===== src/rtl/sbus_pkg.sv =====
package sbus_pkg;
  typedef enum logic [1:0] {
    REQ_CODE = 2'b00,
    REQ_IDLE = 2'b01,
    REQ_DRD  = 2'b10,
    REQ_DWR  = 2'b11
  } req_e;

  typedef struct packed {
    logic ale;
    logic psen_n;
    logic rd_n;
    logic wr_n;
  } strobe_t;

  localparam strobe_t STROBE_OFF = '{ale: 1'b0, psen_n: 1'b1, rd_n: 1'b1, wr_n: 1'b1};
endpackage


===== src/rtl/sbus_rst_qual.sv =====
module sbus_rst_qual #(
  parameter int HOLD_CLKS = 24
) (
  input  logic clk,
  input  logic rst_pin,
  output logic rst_active
);
  localparam int CW = $clog2(HOLD_CLKS + 1);
  localparam logic [CW-1:0] HOLD = CW'(HOLD_CLKS);

  logic [CW-1:0] hi_cnt;

  // saturating count of consecutive high samples; a low sample clears it
  always_ff @(posedge clk) begin
    if (!rst_pin)           hi_cnt <= '0;
    else if (hi_cnt != HOLD) hi_cnt <= hi_cnt + 1'b1;
  end

  assign rst_active = (hi_cnt == HOLD);
endmodule


===== src/rtl/sbus_phase_ctr.sv =====
module sbus_phase_ctr #(
  parameter int MC_CLKS = 12,
  localparam int PW = $clog2(MC_CLKS)
) (
  input  logic          clk,
  input  logic          hold,
  output logic [PW-1:0] phase,
  output logic [PW-1:0] phase_nxt,
  output logic          last
);
  localparam logic [PW-1:0] LAST = PW'(MC_CLKS - 1);

  assign last      = (phase == LAST);
  assign phase_nxt = last ? '0 : phase + 1'b1;

  // parked at the last phase during reset so the first free edge opens phase 0
  always_ff @(posedge clk) begin
    if (hold) phase <= LAST;
    else      phase <= phase_nxt;
  end
endmodule


===== src/rtl/sbus_strobe_dec.sv =====
module sbus_strobe_dec
  import sbus_pkg::*;
#(
  parameter int CLK_PER_STATE = 2,
  parameter int HALF          = 6,
  parameter int PSEN_LEN      = 3,
  parameter int PW            = 4
) (
  input  logic [PW-1:0] phase,
  input  req_e          kind,
  input  logic          fetch_int,
  output strobe_t       strobe
);
  localparam logic [PW-1:0] HALF_P  = PW'(HALF);
  localparam logic [PW-1:0] ALE_END = PW'(CLK_PER_STATE);
  localparam logic [PW-1:0] WIN_END = PW'(CLK_PER_STATE + PSEN_LEN);

  logic          second;
  logic [PW-1:0] offset;
  logic          in_ale, in_psen, in_xfer, is_data;

  always_comb begin
    second  = (phase >= HALF_P);
    offset  = second ? phase - HALF_P : phase;
    in_ale  = (offset < ALE_END);
    in_psen = (offset >= ALE_END) && (offset < WIN_END);
    in_xfer = second && (offset < WIN_END);
    is_data = (kind == REQ_DRD) || (kind == REQ_DWR);

    strobe.ale    = in_ale && !(second && is_data);
    strobe.psen_n = !((kind == REQ_CODE) && !fetch_int && in_psen);
    strobe.rd_n   = !((kind == REQ_DRD) && in_xfer);
    strobe.wr_n   = !((kind == REQ_DWR) && in_xfer);
  end
endmodule


===== src/rtl/sbus_strobe_seq.sv =====
module sbus_strobe_seq
  import sbus_pkg::*;
#(
  parameter int                PC_W          = 16,
  parameter logic [PC_W-1:0]   INT_TOP       = 16'h0FFF,
  parameter int                CLK_PER_STATE = 2,
  parameter int                STATES        = 6,
  parameter int                PSEN_LEN      = 3,
  parameter int                RST_MC        = 2
) (
  input  logic            clk,
  input  logic            rst_pin,
  input  logic [1:0]      req_kind,
  input  logic [PC_W-1:0] pc,
  input  logic            ea,
  output logic            cyc_last,
  output logic            ale,
  output logic            psen_n,
  output logic            rd_n,
  output logic            wr_n,
  output logic            fetch_int,
  output logic            rst_active
);
  localparam int MC_CLKS  = STATES * CLK_PER_STATE;
  localparam int HALF     = MC_CLKS / 2;
  localparam int RST_CLKS = RST_MC * MC_CLKS;
  localparam int PW       = $clog2(MC_CLKS);

  logic [PW-1:0] phase, phase_nxt;
  logic          last;
  req_e          kind_q, kind_nxt;
  logic          fint_q, fint_nxt, map_int;
  strobe_t       strobe_q, strobe_nxt;

  sbus_rst_qual #(.HOLD_CLKS(RST_CLKS)) u_rst (
    .clk        (clk),
    .rst_pin    (rst_pin),
    .rst_active (rst_active)
  );

  sbus_phase_ctr #(.MC_CLKS(MC_CLKS)) u_ctr (
    .clk       (clk),
    .hold      (rst_active),
    .phase     (phase),
    .phase_nxt (phase_nxt),
    .last      (last)
  );

  assign map_int  = ea && (pc <= INT_TOP);
  assign kind_nxt = last ? req_e'(req_kind) : kind_q;
  assign fint_nxt = last ? map_int : fint_q;

  sbus_strobe_dec #(
    .CLK_PER_STATE (CLK_PER_STATE),
    .HALF          (HALF),
    .PSEN_LEN      (PSEN_LEN),
    .PW            (PW)
  ) u_dec (
    .phase     (phase_nxt),
    .kind      (kind_nxt),
    .fetch_int (fint_nxt),
    .strobe    (strobe_nxt)
  );

  always_ff @(posedge clk) begin
    if (rst_active) begin
      kind_q   <= REQ_IDLE;
      fint_q   <= 1'b0;
      strobe_q <= STROBE_OFF;
    end else begin
      kind_q   <= kind_nxt;
      fint_q   <= fint_nxt;
      strobe_q <= strobe_nxt;
    end
  end

  assign cyc_last  = last;
  assign fetch_int = fint_q;
  assign ale       = strobe_q.ale;
  assign psen_n    = strobe_q.psen_n;
  assign rd_n      = strobe_q.rd_n;
  assign wr_n      = strobe_q.wr_n;
endmodule


===== config.mk =====
export PLATFORM = sky130hd
export DESIGN_NAME = sbus_strobe_seq
export DESIGN_NICKNAME = d
export VERILOG_FILES = /design/src/rtl/sbus_pkg.sv /design/src/rtl/sbus_rst_qual.sv /design/src/rtl/sbus_phase_ctr.sv /design/src/rtl/sbus_strobe_dec.sv /design/src/rtl/sbus_strobe_seq.sv
export SDC_FILE = /design/constraint.sdc
export NUM_CORES = 1
export LEC_CHECK = 0
export BUFFER_PORTS_ARGS = -buffer_cell sky130_fd_sc_hd__buf_2
export CORE_MARGIN = 1
export CORE_UTILIZATION = 40
export CTS_CLUSTER_SIZE = 8
export DETAILED_ROUTE_END_ITERATION = 6
export GPL_ROUTABILITY_DRIVEN = 0
export HOLD_SLACK_MARGIN = 0.15
export PLACE_DENSITY = 0.74
export SLEW_MARGIN = 20
export SYNTH_ARGS = -nofsm -noshare
export SYNTH_HDL_FRONTEND = slang
export SYNTH_SLANG_ARGS = --single-unit

===== constraint.sdc =====
create_clock -name clk -period 2.9 [get_ports clk]
set_clock_uncertainty 0.2 [all_clocks]
set_input_delay 0 -clock clk [delete_from_list [all_inputs] [get_ports clk]]
set_output_delay 0 -clock clk [all_outputs]
set_load 0.05 [all_outputs]

# Yosys cells after proc, flatten, opt, wreduce, memory -nomap -nowiden
# Index checks and enable logic that the tools add are counted.
# word_totals
out_inout_bits,7
wordCells,41
input_bits,21
ff_bits,16
# classes
mux,4
reduce_logical,16
add_sub_neg,3
eq_ne,5
order_cmp,5
# op_table
operator,n
$le 16x12->1 const B,1
$logic_and 1x1->1,9
$mux 4,2
$add 5x1->5 const B,1
$eq 5x5->1 const B,1
$logic_not 1->1,5
$ne 5x5->1 const B,1
$add 4x1->4 const B,1
$eq 2x2->1 const B,2
$eq 4x4->1 const B,1
$ge 4x2->1 const B,1
$ge 4x3->1 const B,1
$lt 4x2->1 const B,1
$lt 4x3->1 const B,1
$sub 4x3->4 const B,1
$logic_not 2->1,1
$mux 2,1
$logic_or 1x1->1,1
$mux 1,1

# Logic depth before layout (Yosys ltp)
# Gate-level depths: netlist of the first run.
# logic_depth
depth_word,8
ltp_mapped,11
ltp_nobuf,10

# By module
# A second synthesis of the first run with hierarchy kept.
# unflattened
cells_unflattened,88
area_unflattened_um2,838.3
# by_module_without_submodules
mod,seq_area_each_um2,n_inst,area_each_um2,cells_each
sbus_rst_qual,100.1,1,262.8,27
sbus_strobe_seq,140.1,1,242.7,20
sbus_phase_ctr,80.1,1,196.4,20
sbus_strobe_dec,0.0,1,136.4,21

# Worst setup path after synthesis of the first run
# OpenSTA, ideal clock, no wires.
# synth_path
kind,register to register
start,register u_ctr.phase[1]
end,register strobe_q (netlist bit ale)
required_time_ns,2.561
path_slack_ns,0.425
n_path_buf,0
stages_incl_launch_ff,11
synth_period_minus_slack_ns,2.475
arrival_time_ns,2.136
setup_ns,0.139
cell_sequence,dfxtp_1 ha_1 mux2i_1 inv_1 ha_1 a211oi_1 a311oi_1 a21o_1 and3_4 a21oi_1 nor2_1
# synth_between
elab_cells_between_ends,14
cone_classes,2 x add/sub; 2 x order compare; 3 x eq/ne; 3 x mux; 4 x reduce/logical
# synth_lines
item,line_no,text
start: declaration,sbus_phase_ctr.sv:7,"output logic [PW-1:0] phase,"
start signal: assignment,sbus_phase_ctr.sv:19,else phase <= phase_nxt;
$add 4x1->4 / $eq 4x4->1 (equally long branches),"sbus_phase_ctr.sv:14, sbus_phase_ctr.sv:13",
$mux 4 (*),sbus_phase_ctr.sv:14,assign phase_nxt = last ? '0 : phase + 1'b1;
named net phase_nxt[2],sbus_strobe_seq.sv:29,"logic [PW-1:0] phase, phase_nxt;"
$sub 4x3->4 / $ge 4x3->1 (equally long branches),"sbus_strobe_dec.sv:24, sbus_strobe_dec.sv:23",
$mux 4 / $logic_and 1x1->1 (equally long branches),"sbus_strobe_dec.sv:24, sbus_strobe_dec.sv:30",
$lt 4x2->1 / $logic_not 1->1 (equally long branches),"sbus_strobe_dec.sv:25, sbus_strobe_dec.sv:30",
$logic_and 1x1->1 (*),sbus_strobe_dec.sv:30,strobe.ale = in_ale && !(second && is_data);
end signal: assignment,sbus_strobe_seq.sv:73,strobe_q <= strobe_nxt;
end: declaration,sbus_strobe_seq.sv:33,"strobe_t strobe_q, strobe_nxt;"
# The timed path passes the listed nets; every way through them passes the cells marked *.
# A chain may end at the register's enable or synchronous reset.

# Final worst setup path of the first run
# layout_path
start,register u_ctr.phase[0]
end,register strobe_q (netlist bit rd_n)
# layout_between
elab_chain_len,8
elab_cells_between_ends,12
cone_classes,2 x add/sub; 2 x order compare; 2 x eq/ne; 3 x mux; 3 x reduce/logical
# layout_lines
item,line_no,text
$add 4x1->4 / $eq 4x4->1 (equally long branches),"sbus_phase_ctr.sv:14, sbus_phase_ctr.sv:13",
$mux 4 (*),sbus_phase_ctr.sv:14,
named net phase_nxt[2],sbus_strobe_seq.sv:29,
$sub 4x3->4 / $ge 4x3->1 (equally long branches),"sbus_strobe_dec.sv:24, sbus_strobe_dec.sv:23",
$mux 4,sbus_strobe_dec.sv:24,offset = second ? phase - HALF_P : phase;
$lt 4x3->1,sbus_strobe_dec.sv:27,in_xfer = second && (offset < WIN_END);
$logic_and 1x1->1 (*),sbus_strobe_dec.sv:27,
$logic_and 1x1->1 (*),sbus_strobe_dec.sv:32,strobe.rd_n = !((kind == REQ_DRD) && in_xfer);
$logic_not 1->1 (*),sbus_strobe_dec.sv:32,
# Marked as above.

==> results of run 1 <==
[logic make-up after synthesis]
group                      Yosys count  share of synthesized area
and+or+nand+nor                     36                      0.245
DFF                                 16                      0.387
AOI/OAI and AO/OA                   13                      0.121
buffers and inverters               10                     0.0725
muxes                                6                     0.0725
xor gates and xnor gates             4                     0.0423
adders and majority gates            4                     0.0604
[placed cells by master (no fill, tap or decap), types with 2 or more instances in the layout]
master         Yosys  routed
nand4b_1           2       2
mux2i_1            6       6
nor2_1             7       7
dlygate4sd3_1      0       5
inv_1              6       6
and3_1             2       2
o21ai_0            3       3
and2_1             2       2
nand4_1            3       3
dfxtp_1           16      16
nor3_1             2       2
ha_1               4       4
clkbuf_4           0       3
nand3_1            3       3
buf_2              0      15
buf_4              2       2
xnor2_1            3       3
nand2_1            9       9
[power by group]
group | switching (mW) | internal [mW]
registers | 0.00394 | 0.225
clock network | 0.0642 | 0.0482
logic | 0.0111 | 0.0145
[critical path: stages, from the launching register on]
cell	delay, ps
dfxtp_1	510
ha_1	240
mux2i_1	230
inv_1	60
ha_1	270
a211oi_1	250
a311oi_1	80
a21o_1	210
nand3_1	100
o211a_1	190
nand4_1	90
[timing repair]
action | 4_1_cts | 5_1_grt
hold endpoints to repair | 12 | 0
setup buffers | 0 | 0
hold buffers | 5 | 0
[flip-flops by register name, indices dropped and copies added, names as in the netlist]
register / flops
u_ctr.phase: 4
rd_n: 1
wr_n: 1
u_rst.hi_cnt: 5
fetch_int: 1
psen_n: 1
kind_q: 2
ale: 1
[final timing paths]
kind              depth (start not counted)                           end                          from
setup / recovery                         10               rd_n$_SDFF_PP1_     u_ctr.phase[0]$_SDFF_PP1_
hold / removal                            6             psen_n$_SDFF_PP1_                        pc[14]
setup reg to reg                         10               rd_n$_SDFF_PP1_     u_ctr.phase[0]$_SDFF_PP1_
hold reg to reg                           2  u_rst.hi_cnt[1]$_SDFFE_PN0N_  u_rst.hi_cnt[1]$_SDFFE_PN0N_
[through the flow]
step | std cells | hold WS, ps
after floorplan | 89 | -78.3
after global placement | 129 | 54.9
after detailed placement | 129 | 62.0
after CTS | 137 | 162
after global routing | 137 | 236
final | 137 | 185
[layout make-up]
| cell class | count | area (sq um) | area share |
|---|---|---|---|
| tap | 27 | 33.8 | 0.0342 |
| timing repair buffer | 22 | 140 | 0.142 |
| sequential | 16 | 320 | 0.324 |
| clock buffer | 3 | 22.5 | 0.0228 |
| inverter | 6 | 22.5 | 0.0228 |
| multi-input combinational | 63 | 448 | 0.454 |
[synth_stat cells (2+ instances only)]
cell      number  area, sq um
nand4b_1       2         17.5
o21ai_0        3         15.0
buf_4          2         15.0
nand4_1        3         18.8
buf_6          2         22.5
nand3_1        3         15.0
nand2_1        9         33.8
ha_1           4         50.1
nor3_1         2         10.0
xnor2_1        3         26.3
and3_1         2         12.5
nor2_1         7         26.3
dfxtp_1       16          320
and2_1         2         12.5
inv_1          6         22.5
mux2i_1        6         60.1
[layer usage]
| metal | global-route usage | share of wire |
|---|---|---|
| met2 | 0.241 | 0.49 |
| met1 | 0.206 | 0.48 |
| met5 | 0 | 0 |
| met3 | 0.0226 | 0.033 |
| met4 | 0.0686 | 0.0050 |
==> impl_metrics.ini, run 1 <==
[run_status]
status = completed

[timing]
slew_headroom = 0.729
period_minus_slack_ps = 2550
final-max-slew-violation-count = 0
setup_viol = 0
setup_tns_ps = 0
worst_pin_slew_ps = 396
rsz0062_at_grt = false
period_share = 0.878
worst_slack_ps = 353
max_clock_freq_mhz = 393
hold_viol = 0

[synth]
ys.flop_type = dfxtp_1
syn_inst = 89
seq_area_frac_synth = 0.387
yosys_warnings = 0
synth-seq-cells = 16
netlist_area_sq_um = 828
syn_nets = 114
synth_edf_count = 0
synth.distinct_cells = 33
avgSynthCellArea_sq_um = 9.31
ys_async_sr_fraction = 0

[worst_setup_path]
critPathKind = reg -> reg
crit_path_end_kind = flip-flop
cp.required_ps = 2860
arrival_ps = 2510
worstSetupStartpointType = flip-flop
cp_max_fo = 9
ff2ff_setup_slack_ps = 350

[global_route]
grt_pass1_wl_um = 2440
overflow = 0
grt_pass1_vias = 573
grt_use_total = 0.153
grt_start_max_net_pins = 10
grt_antenna_before_repair = 0

[pwr]
power.density_nw_per_um2 = 372
ir_drop_mv = 0.248
p_leak_nw = 0.503
total_power_mw = 0.367

[clocking]
cts.clk_slew.worst_paths_ps = 80
clk_latency_ps = 280
cts.sinks = 16
cts_tree = yes
h-tree-depth = 1
cts_buffers = 3
cts_buffer_depth = 2
cts_root_buf = clkbuf_4
postCtsResizedCells = 0

[routing]
ant_nets = 0
drc = 0
dr_total_vias = 703
vias_per_cell = 5.13
drt-initial-drc-count = 16
dr.pass1.iters = 4
wl_per_cell_um = 11.6
wl_um = 1590

[placement]
place.port_buffers = 15
dp_hpwl_um = 1150
place_area_sq_um = 915
pre_cts_ws_ps = 385

[cells_and_area]
drive_above_1_share = 0.218
utilization = 0.503
stdcell_area_sq_um = 987
fillers = 207
diodes = 0
syn2layout_area_growth_pct = 19.2
fin_nets = 137

[floorplan]
start_util = 0.422
ioPinCount = 28
die_h_um = 47.5
coreArea_sq_um = 1960
die_x_um = 47.5
num_rows = 16
dieArea_sq_um = 2260

[job]
cap_violations = 0

[worst_hold_path]
hold_path_class = in -> reg
(Power assumes the default switching activity.)
==> inputs of run 2 (changes only) <==
Settings changed: RECOVER_POWER set to 25.
==> impl_metrics.ini, run 2 (synthesized netlist as in run 1, its figures left out) <==
[cells_and_area]
syn2layout_area_growth_pct = 18.4
mostFrequentLayoutCells = dfxtp_1, buf_2, nand2_1, nor2_1
fin_nets = 137
drive_above_1_share = 0.173
utilization = 0.500
final_common_cell = dfxtp_1
reg.largest.list = u_rst.hi_cnt (5), u_ctr.phase (4), kind_q (2)
registers.top_by_ff_count = u_rst.hi_cnt
diodes = 0
largest_reg_flops = 5

[timing]
max_clock_freq_mhz = 391
hold_viol = 0
period_share = 0.881
setup_viol = 0
final-max-slew-violation-count = 0
period_minus_slack_ps = 2560
hold_ws_ps = 186
worst_slack_ps = 345
slew_headroom = 0.603
setup_tns_ps = 0
rsz0062_at_grt = false
worst_pin_slew_ps = 599

[clocking]
cts_hold_buf = 5
cts.sinks = 16
cts_root_buf = clkbuf_4
h-tree-depth = 1
postCtsSetupBuffers = 0
cts.clk_slew.worst_paths_ps = 80
cts_buffers = 3
cts_tree = yes
clk_latency_ps = 280
cts_buffer_depth = 2
postCtsResizedCells = 0

[floorplan]
die_h_um = 47.5
ioPinCount = 28
num_rows = 16
dieArea_sq_um = 2260
die_x_um = 47.5
start_util = 0.422
coreArea_sq_um = 1960

[worst_setup_path]
r2r-start = u_ctr.phase[0]$_SDFF_PP1_
crit_path_end_kind = flip-flop
worstSetupStartpointType = flip-flop
critPathMostFrequentCell = ha_1
crit_path_end = rd_n$_SDFF_PP1_
arrival_ps = 2510
critPathSlowestCell = dfxtp_1
critPathKind = reg -> reg
crit_path_max_incr_delay_ps = 510
r2r_end = rd_n$_SDFF_PP1_
cp_max_fo = 9
cp.required_ps = 2860
path_cells = ha_1, mux2i_1, inv_1, ha_1, a211oi_1, a311oi_1, a21o_1, nand3_1, o211a_1, nand4_1
crit_path_start = u_ctr.phase[0]$_SDFF_PP1_
ff2ff_setup_slack_ps = 340
ff2ff_path_depth = 10

[global_route]
grt_start_max_net_pins = 10
grt_pass1_wl_um = 2440
grt_antenna_before_repair = 0
grt_use_total = 0.153
overflow = 0
grt_pass1_vias = 573

[worst_hold_path]
hold_path_class = in -> reg

[routing]
dr_total_vias = 709
vias_per_cell = 5.18
wl_um = 1590
wl_per_cell_um = 11.6
drc = 0
dr.pass1.iters = 4
drt-initial-drc-count = 16
ant_nets = 0

[pwr]
p_leak_nw = 0.491
total_power_mw = 0.366
ir_drop_mv = 0.262
power.density_nw_per_um2 = 373

[run_status]
status = completed

[placement]
place.port_buffers = 15
dp_hpwl_um = 1150
pre_cts_ws_ps = 385

[job]
cap_violations = 0
run 2: cell types whose count changed in the layout (fill, tap and decap cells not counted):
cell / delta
clkbuf_1: +5
buf_2: -5
run 2: per-stage QoR:
step	cell area, sq um	cells
global route	981	137
global placement	915	129
finish	981	137
floorplan	828	89
detailed placement	915	129
CTS	987	137
run 2: where the power goes:
| group | total (mW) | internal, mW | switching [mW] |
|---|---|---|---|
| registers | 0.229 | 0.225 | 0.00395 |
| logic | 0.0254 | 0.0144 | 0.0110 |
| clock network | 0.112 | 0.0482 | 0.0638 |
run 2: final cells by class:
cell class	instances	area (sq um)
fill	209	981
multi-input combinational	63	448
sequential	16	320
timing repair buffer	22	134
tap	27	33.8
clock buffer	3	22.5
inverter	6	22.5
run 2: critical path, delay by kind of cell (launching register included):
| kind | cells | cell delay (ps) |
|---|---|---|
| multiplexers | 1 | 230 |
| AND/OR/NAND/NOR | 2 | 190 |
| flip-flops | 1 | 510 |
| adder cells (fa/ha/maj) | 2 | 510 |
| buffers and inverters | 1 | 60 |
| AO/OA/AOI/OAI | 4 | 740 |
run 2: worst min-delay path by stage:
stage,from,to,depth (start not counted)
floorplan,rst_pin,u_rst.hi_cnt[3]$_SDFFE_PN0N_,1
global placement,rst_pin,u_rst.hi_cnt[4]$_SDFFE_PN0N_,2
detailed placement,rst_pin,u_rst.hi_cnt[3]$_SDFFE_PN0N_,2
CTS,pc[14],psen_n$_SDFF_PP1_,6
global route,pc[14],psen_n$_SDFF_PP1_,6
finish,pc[14],psen_n$_SDFF_PP1_,6
run 2: metal layers:
layer | vias up | track usage | share of wire
met5 | - | 0 | 0
met1 | 327 | 0.206 | 0.47
met3 | 2 | 0.0226 | 0.037
met4 | 0 | 0.0686 | 0.0050
met2 | 22 | 0.241 | 0.49
li1 | 358 | - | -
